**config.mk**
```make
export PLATFORM = sky130hd
export DESIGN_NAME = sp_flag_decider
export DESIGN_NICKNAME = d
export VERILOG_FILES = /design/src/rtl/sfd_pkg.sv /design/src/rtl/sfd_lane.sv /design/src/rtl/sfd_flag_reg.sv /design/src/rtl/sp_flag_decider.sv
export SDC_FILE = /design/constraint.sdc
export NUM_CORES = 1
export LEC_CHECK = 0
export ABC_AREA = 1
export CAP_MARGIN = 20
export CORE_UTILIZATION = 57
export DETAILED_ROUTE_END_ITERATION = 8
export PLACE_DENSITY_LB_ADDON = 0.05
export SETUP_SLACK_MARGIN = 0.1
export SLEW_MARGIN = 10
export SYNTH_ARGS = -nofsm -noshare
export SYNTH_HDL_FRONTEND = slang
export SYNTH_SLANG_ARGS = --single-unit
```
**constraint.sdc**
```tcl
create_clock -name clk -period 3.6 [get_ports clk]
set_clock_uncertainty 0.05 [all_clocks]
set_input_delay 0.36 -clock clk [delete_from_list [all_inputs] [get_ports clk]]
set_output_delay 0.36 -clock clk [all_outputs]
set_load 0.01 [all_outputs]
```
**src/rtl/sfd_pkg.sv**
```systemverilog
// Package: shared defaults and the per-lane decision type for the
// service period flag decider.
package sfd_pkg;

    localparam int SFD_CNT_W  = 7;  // default frame count width
    localparam int SFD_NUM_BW = 4;  // default number of bandwidth lanes

    // Decision produced by one lane, before registering.
    typedef struct packed {
        logic eosp;
        logic more;
    } sfd_flags_t;

endpackage

```
**src/rtl/sfd_lane.sv**
```systemverilog
// Module: sfd_lane
// Combinational decision for one bandwidth lane. It clamps the lane's
// frame count to the maximum MPDU count. It then compares the clamped
// count with the EOSP threshold for an exact match, and with the More
// Data threshold for strictly-less.
// Assumes: every input is stable while the strobe is high; the lane
// does no registering of its own.
module sfd_lane
    import sfd_pkg::*;
#(
    parameter int CNT_W = SFD_CNT_W
) (
    input  logic [CNT_W-1:0] frame_cnt,
    input  logic [CNT_W-1:0] max_frames,
    input  logic             eosp_en,
    input  logic [CNT_W-1:0] eosp_thr,
    input  logic             more_en,
    input  logic [CNT_W-1:0] more_thr,
    input  logic             sta_ps,
    output logic [CNT_W-1:0] eff_cnt,
    output sfd_flags_t       flags
);

    // Clamp the count, then apply both threshold rules.
    always_comb begin
        eff_cnt    = (frame_cnt > max_frames) ? max_frames : frame_cnt;
        flags.eosp = eosp_en && (eff_cnt == eosp_thr);
        flags.more = more_en && sta_ps && (eff_cnt < more_thr);
    end

endmodule

```
**src/rtl/sfd_flag_reg.sv**
```systemverilog
// Module: sfd_flag_reg
// Output stage. It captures the per-lane decisions when the strobe is
// high, holds them otherwise, and raises done for one cycle after each
// strobe.
// Assumes: synchronous active-low reset; the decisions are valid in
// the strobe cycle.
module sfd_flag_reg
    import sfd_pkg::*;
#(
    parameter int NUM_BW = SFD_NUM_BW
) (
    input  logic              clk,
    input  logic              rst_n,
    input  logic              req_valid,
    input  logic [NUM_BW-1:0] nxt_eosp,
    input  logic [NUM_BW-1:0] nxt_more,
    output logic [NUM_BW-1:0] set_eosp,
    output logic [NUM_BW-1:0] set_more_data,
    output logic              done
);

    // Capture the decisions on the strobe; done follows the strobe.
    always_ff @(posedge clk) begin
        if (!rst_n) begin
            set_eosp      <= '0;
            set_more_data <= '0;
            done          <= 1'b0;
        end else begin
            done <= req_valid;
            if (req_valid) begin
                set_eosp      <= nxt_eosp;
                set_more_data <= nxt_more;
            end
        end
    end

    // done follows the strobe by exactly one cycle.
    p_done_follows_r2: assert property (@(posedge clk) disable iff (!rst_n)
        req_valid |=> done);

    // done stays low when no strobe came.
    p_done_quiet_r2: assert property (@(posedge clk) disable iff (!rst_n)
        !req_valid |=> !done);

    // the flags are held between strobes.
    p_hold_r10: assert property (@(posedge clk) disable iff (!rst_n)
        !req_valid |=> ($stable(set_eosp) && $stable(set_more_data)));

endmodule

```
**src/rtl/sp_flag_decider.sv**
```systemverilog
// Module: sp_flag_decider (top)
// Decides, for each bandwidth lane, whether EOSP and More Data must be
// set in every frame of the upcoming exchange.
// Assumes: lane g's count sits at frame_cnt[g*CNT_W +: CNT_W]; one
// set of enables and thresholds is shared by all lanes; the result
// appears one cycle after req_valid.
module sp_flag_decider
    import sfd_pkg::*;
#(
    parameter int CNT_W  = SFD_CNT_W,
    parameter int NUM_BW = SFD_NUM_BW
) (
    input  logic                    clk,
    input  logic                    rst_n,
    input  logic                    req_valid,
    input  logic [NUM_BW*CNT_W-1:0] frame_cnt,
    input  logic [CNT_W-1:0]        max_frames,
    input  logic                    eosp_en,
    input  logic [CNT_W-1:0]        eosp_thr,
    input  logic                    more_en,
    input  logic [CNT_W-1:0]        more_thr,
    input  logic                    sta_ps,
    output logic [NUM_BW-1:0]       set_eosp,
    output logic [NUM_BW-1:0]       set_more_data,
    output logic                    done
);

    localparam int TOT_W = NUM_BW * CNT_W;

    logic [TOT_W-1:0]  eff_all;
    logic [NUM_BW-1:0] nxt_eosp;
    logic [NUM_BW-1:0] nxt_more;

    // One decision lane per bandwidth candidate.
    for (genvar g = 0; g < NUM_BW; g++) begin : g_lane
        sfd_flags_t lane_flags;

        sfd_lane #(.CNT_W(CNT_W)) u_lane (
            .frame_cnt (frame_cnt[g*CNT_W +: CNT_W]),
            .max_frames(max_frames),
            .eosp_en   (eosp_en),
            .eosp_thr  (eosp_thr),
            .more_en   (more_en),
            .more_thr  (more_thr),
            .sta_ps    (sta_ps),
            .eff_cnt   (eff_all[g*CNT_W +: CNT_W]),
            .flags     (lane_flags)
        );

        assign nxt_eosp[g] = lane_flags.eosp;
        assign nxt_more[g] = lane_flags.more;

        // the clamped count never exceeds the maximum MPDU count.
        p_clamp_r8: assert property (@(posedge clk) disable iff (!rst_n)
            eff_all[g*CNT_W +: CNT_W] <= max_frames);
    end

    sfd_flag_reg #(.NUM_BW(NUM_BW)) u_out (
        .clk          (clk),
        .rst_n        (rst_n),
        .req_valid    (req_valid),
        .nxt_eosp     (nxt_eosp),
        .nxt_more     (nxt_more),
        .set_eosp     (set_eosp),
        .set_more_data(set_more_data),
        .done         (done)
    );

    // a disabled EOSP check yields no EOSP request.
    p_eosp_off_r3: assert property (@(posedge clk) disable iff (!rst_n)
        (req_valid && !eosp_en) |=> (set_eosp == '0));

    // a disabled More Data check yields no More Data request.
    p_more_off_r6: assert property (@(posedge clk) disable iff (!rst_n)
        (req_valid && !more_en) |=> (set_more_data == '0));

    // a station out of power save gets no More Data request.
    p_ps_gate_r7: assert property (@(posedge clk) disable iff (!rst_n)
        (req_valid && !sta_ps) |=> (set_more_data == '0));

endmodule

```
# Yosys cells after proc, flatten, opt, wreduce, memory -nomap -nowiden

Index checks and enable logic that the tools add are counted.

Multiply operators: 0
Reduce and logical (&&, ||, !) cells: 9
Mux-type cells: 4
Bitwise logic cells: 0
Magnitude comparators: 8
Shifts and indexed selects: 0
Equal/unequal tests: 4
$add $sub $neg: 0
Div/mod/pow operators: 0

Operator list:

| cell              | count |
|---|---|
| $eq 7x7->1        | 4 |
| $gt 7x7->1        | 4 |
| $lt 7x7->1        | 4 |
| $mux 7            | 4 |
| $logic_and 1x1->1 | 9 |

Bits in latches: 0
Bits of input ports: 55
Output and inout port bits: 9
RAM bits: 0
ROM bits: 0
Memories kept: 0
Bits in registers: 9

# Logic depth before layout (Yosys ltp)

Depth in word-level cells: 4
Depth in mapped cells: 17

# Cells and area by module

A second synthesis with hierarchy kept.

Cells, all modules: 558
Area, all modules: 3303.2 um^2

By module, submodules not included:

| module       | area each (um^2) | cells an instance | instances |
|---|---|---|---|
| sfd_lane     | 732.0            | 126               | 4 |
| sfd_flag_reg | 375.4            | 54                | 1 |

# Worst setup path after synthesis

OpenSTA, ideal clock, no wires.

Path type: input -> register
Start: in max_frames[6]
End: reg u_out.set_more_data[1]
Required time: 3480 ps
Library setup time: 70 ps
Arrival time: 2399 ps
Path buffers: 1
Cell stages on the path: 15
Path slack: 1081 ps
Cells stage by stage: inv_1 ha_1 nand2_2 inv_1 a21oi_2 nand2_4 buf_6 nand3_1 nand2_1 ha_1 nand2_1 nor2_1 a2111oi_0 nand2_1 a21oi_1

Cells in the longest elaborated chain, start to end: 4

Ends and longest elaborated chain:

| what                  | RTL line              | source |
|---|---|---|
| start, declared       | sp_flag_decider.sv:17 | `input logic [CNT_W-1:0] max_frames,` |
| $gt 7x7->1            | sfd_lane.sv:26        | `eff_cnt = (frame_cnt > max_frames) ? max_frames : frame_cnt;` |
| $mux 7 (*)            | sfd_lane.sv:26        |  |
| $lt 7x7->1 (*)        | sfd_lane.sv:28        | `flags.more = more_en && sta_ps && (eff_cnt < more_thr);` |
| $logic_and 1x1->1 (*) | sfd_lane.sv:28        |  |
| end signal, assigned  | sfd_flag_reg.sv:32    | `set_more_data <= nxt_more;` |
| end, declared         | sfd_flag_reg.sv:18    | `output logic [NUM_BW-1:0] set_more_data,` |

Mark *: on every way between the ends. The rest lies on a longest branch, timed or not.
A chain may end at the register's enable or synchronous reset.

# Final worst setup path

Start: in max_frames[6]
End: reg u_out.set_more_data[3]

The elaborated chain is that of the path after synthesis.

==> flow_summary_export.csv <==
group,metric,value,unit
setup_path,regToRegStartpoint,"u_out.set_more_data[2]$_SDFFE_PN0P_",
logic_synthesis,ys.warnings.count,0,
setup_path,r2r_end,"u_out.set_more_data[2]$_SDFFE_PN0P_",
cells_and_area,area.growth.synth_to_final,26.30,%
cells_and_area,drive_above_1_share,0.07692,
sta,drv_slew,0,
power_and_ir_drop,p_comb_frac,0.707,
power_and_ir_drop,p_sw,0.3752,mW
placement,placed_cell_area,0.003640,mm^2
setup_path,r2r_setup_slack,2.87,ns
global_route,antenna_found_initial,0,
detailed_routing,drt_wl_total,9134,um
detailed_routing,route.detailed.drc,0,
flow_run,max_cap_viol_count,0,
cts,cts_setup_buffers,0,
global_route,gr-usage-met1,0.4417,
hold_path,hold_depth,2,
logic_synthesis,synthCells,502,
cts,clk_path_buf_depth,2,
sta,relSlewSlack,0.7325,
setup_path,end_kind,"flip-flop",
cells_and_area,post-route-util,0.7670,
setup_path,cp.required,3.73,ns
global_route,grt_pass1_wl,14770,um
setup_path,crit_arrival,3.43,ns
power_and_ir_drop,clkPwrFrac,0.159,
setup_path,start_kind,"input port",
cells_and_area,finish.instance_area,0.003695,mm^2
logic_synthesis,yosysSeqAreaShare,0.06159,
logic_synthesis,synthTopCellsByArea,"ha_1, nand2_1, nand3_1",
setup_path,critPathMaxFanout,11,
global_route,grtUsageMet2,0.6371,
setup_path,critPathKind,"in2reg",
sta,finalCritPeriodShare,0.9164,
power_and_ir_drop,sequentialPowerShare,0.134,
floorplanning,row_count,25,
cts,cts-root-buf,"clkbuf_8",
power_and_ir_drop,peakVddDrop,0.1459,mV
global_route,grt_pass1_vias,3277,
global_route,grt.total_usage,0.3557,
floorplanning,core,0.004817,mm^2
cts,cts_tree,"done",
logic_synthesis,synth_nets,609,
cts,clk_latency,0.23,ns
setup_path,rr_worst_depth,2,
sta,setup_viol,0,
sta,min_period,3.299,ns
sta,fin_hold_ws,0.4229,ns
logic_synthesis,synth.top_cell.area_share,0.2224,
global_route,top_usage_layer,"met2",
detailed_routing,drt-pass1-iter-count,5,
hold_path,hold-path-endpoint,"u_out.set_more_data[0]$_SDFFE_PN0P_",
cells_and_area,final_common_cell,"nand2_1",
power_and_ir_drop,p_int,0.3998,mW
sta,rsz0062_at_grt,"false",
placement,portBuffers,63,
floorplanning,dieArea,0.005423,mm^2
logic_synthesis,synth_area_leader_cell,"ha_1",
cts,htreeDepth,1,
sta,tightestPinTransition,0.3911,ns
detailed_routing,routedWlPerCell,14.29,um
sta,fin_setup_tns,0,ns
detailed_routing,vias,3605,
placement,dp_slack,0.09296,ns
cts,hold_buffers,0,
detailed_routing,drtIter0Drc,374,
placement,place_hpwl,7823,um
power_and_ir_drop,power.leakage,2.028,nW
setup_path,cp-startpoint,"max_frames[6]",
global_route,overflow,0,
detailed_routing,viasPerCell,5.642,
cells_and_area,layout_common_cells,"nand2_1, nand3_1, inv_1",
hold_path,hold_class,"reg2reg",
global_route,grtUsageMet3,0.04252,
cts,cts_resized,0,
floorplanning,die_w,73.64,um
floorplanning,start_util,0.6073,
global_route,grt_max_degree,14,
logic_synthesis,avgSynthCellArea,5.827,um^2
sta,finalHoldViolations,0,
detailed_routing,ant_nets,0,
power_and_ir_drop,power.density,209.8,mW/mm^2
floorplanning,chipHeight,73.64,um
cts,cts_sinks,9,
placement,place_congestion,0.9364,
cells_and_area,layout.nets,680,
sta,fin_ws,0.3010,ns
cells_and_area,num_antenna_cells,0,
logic_synthesis,synth_area,0.002925,mm^2
cts,clk_pin_slew_worst_paths,0.05,ns
cts,cts_buffers,3,
hold_path,min-delay-start,"u_out.set_more_data[0]$_SDFFE_PN0P_",
floorplanning,ios,64,
logic_synthesis,ys_types,18,
outcome,status,"completed",
sta,max_freq,303.1,MHz
power_and_ir_drop,swShare,0.4841,
logic_synthesis,synth-seq-cells,9,
[metal layers]
metal | vias up | share of wire
met5 | - | 0
met4 | 0 | 0.021
met3 | 26 | 0.089
met2 | 205 | 0.49
met1 | 1594 | 0.40
li1 | 1780 | -
[cell families after synthesis]
family / synth area share
adders and majority gates: 0.2224
and+or+nand+nor: 0.5364
DFF: 0.06159
AOI/OAI and AO/OA: 0.05646
buffers and inverters: 0.1232
[power by group through the flow]
| stage | clock [mW] | combinational, mW | sequential (mW) |
|---|---|---|---|
| finish | 0.123 | 0.548 | 0.104 |
| global route | 0.129 | 0.613 | 0.104 |
| CTS | 0.123 | 0.537 | 0.104 |
| detailed placement | 0 | 0.535 | 0.106 |
| global placement | 0 | 0.518 | 0.106 |
| floorplan | 0 | 0.360 | 0.107 |
[Yosys cell counts]
cell type	instances
nand2_1	162
nand2_4	8
nor2_4	4
nand3_1	110
buf_4	1
a21oi_4	2
dfxtp_1	9
nand4_4	2
a21oi_1	16
buf_6	6
a21oi_2	2
nand4_2	2
nand2_2	9
nand3_2	2
ha_1	52
a2111oi_0	4
nor2_1	35
inv_1	76
[critical path, cell delays in order]
cell	delay, ns
clkdlybuf4s50_1	0.55
inv_1	0.19
ha_1	0.36
nand2_2	0.09
nor2_4	0.13
nand4_2	0.29
nand2_4	0.25
nand2_1	0.10
nand2_1	0.09
ha_1	0.24
a21oi_1	0.17
nor2_1	0.05
a2111oi_0	0.32
nand2_1	0.10
a21oi_1	0.12
[cell type report]
class	count	area, um^2
Fill cell	421	1122
Sequential cell	9	180.2
Multi-Input combinational cell	410	2395
Timing Repair Buffer	73	705.7
Tap cell	67	83.83
Clock buffer	4	45.04
Inverter	76	285.3
[worst max-delay path by stage]
| stage | to | slack (ns) |
|---|---|---|
| global placement | u_out.set_more_data[3]$_SDFFE_PN0P_ | 0.16 |
| CTS | u_out.set_more_data[3]$_SDFFE_PN0P_ | 0.35 |
| detailed placement | u_out.set_more_data[3]$_SDFFE_PN0P_ | 0.09 |
| floorplan | u_out.set_more_data[1]$_SDFFE_PN0P_ | 1.08 |
| finish | u_out.set_more_data[3]$_SDFFE_PN0P_ | 0.30 |
| global route | u_out.set_more_data[3]$_SDFFE_PN0P_ | 0.10 |
[sequential cells by signal, indices dropped and copies added, names as in the netlist]
register / flops
u_out.set_more_data: 4
u_out.set_eosp: 4
u_out.done: 1
[stage by stage]
| step | instances | total power, mW |
|---|---|---|
| 6_report | 639 | 0.7750 |
| 3_3_place_gp | 635 | 0.6234 |
| 3_5_place_dp | 635 | 0.6406 |
| 5_1_grt | 639 | 0.8458 |
| 2_1_floorplan | 502 | 0.4674 |
| 4_1_cts | 639 | 0.7640 |
Note: power is estimated with default switching activity, not from simulation.
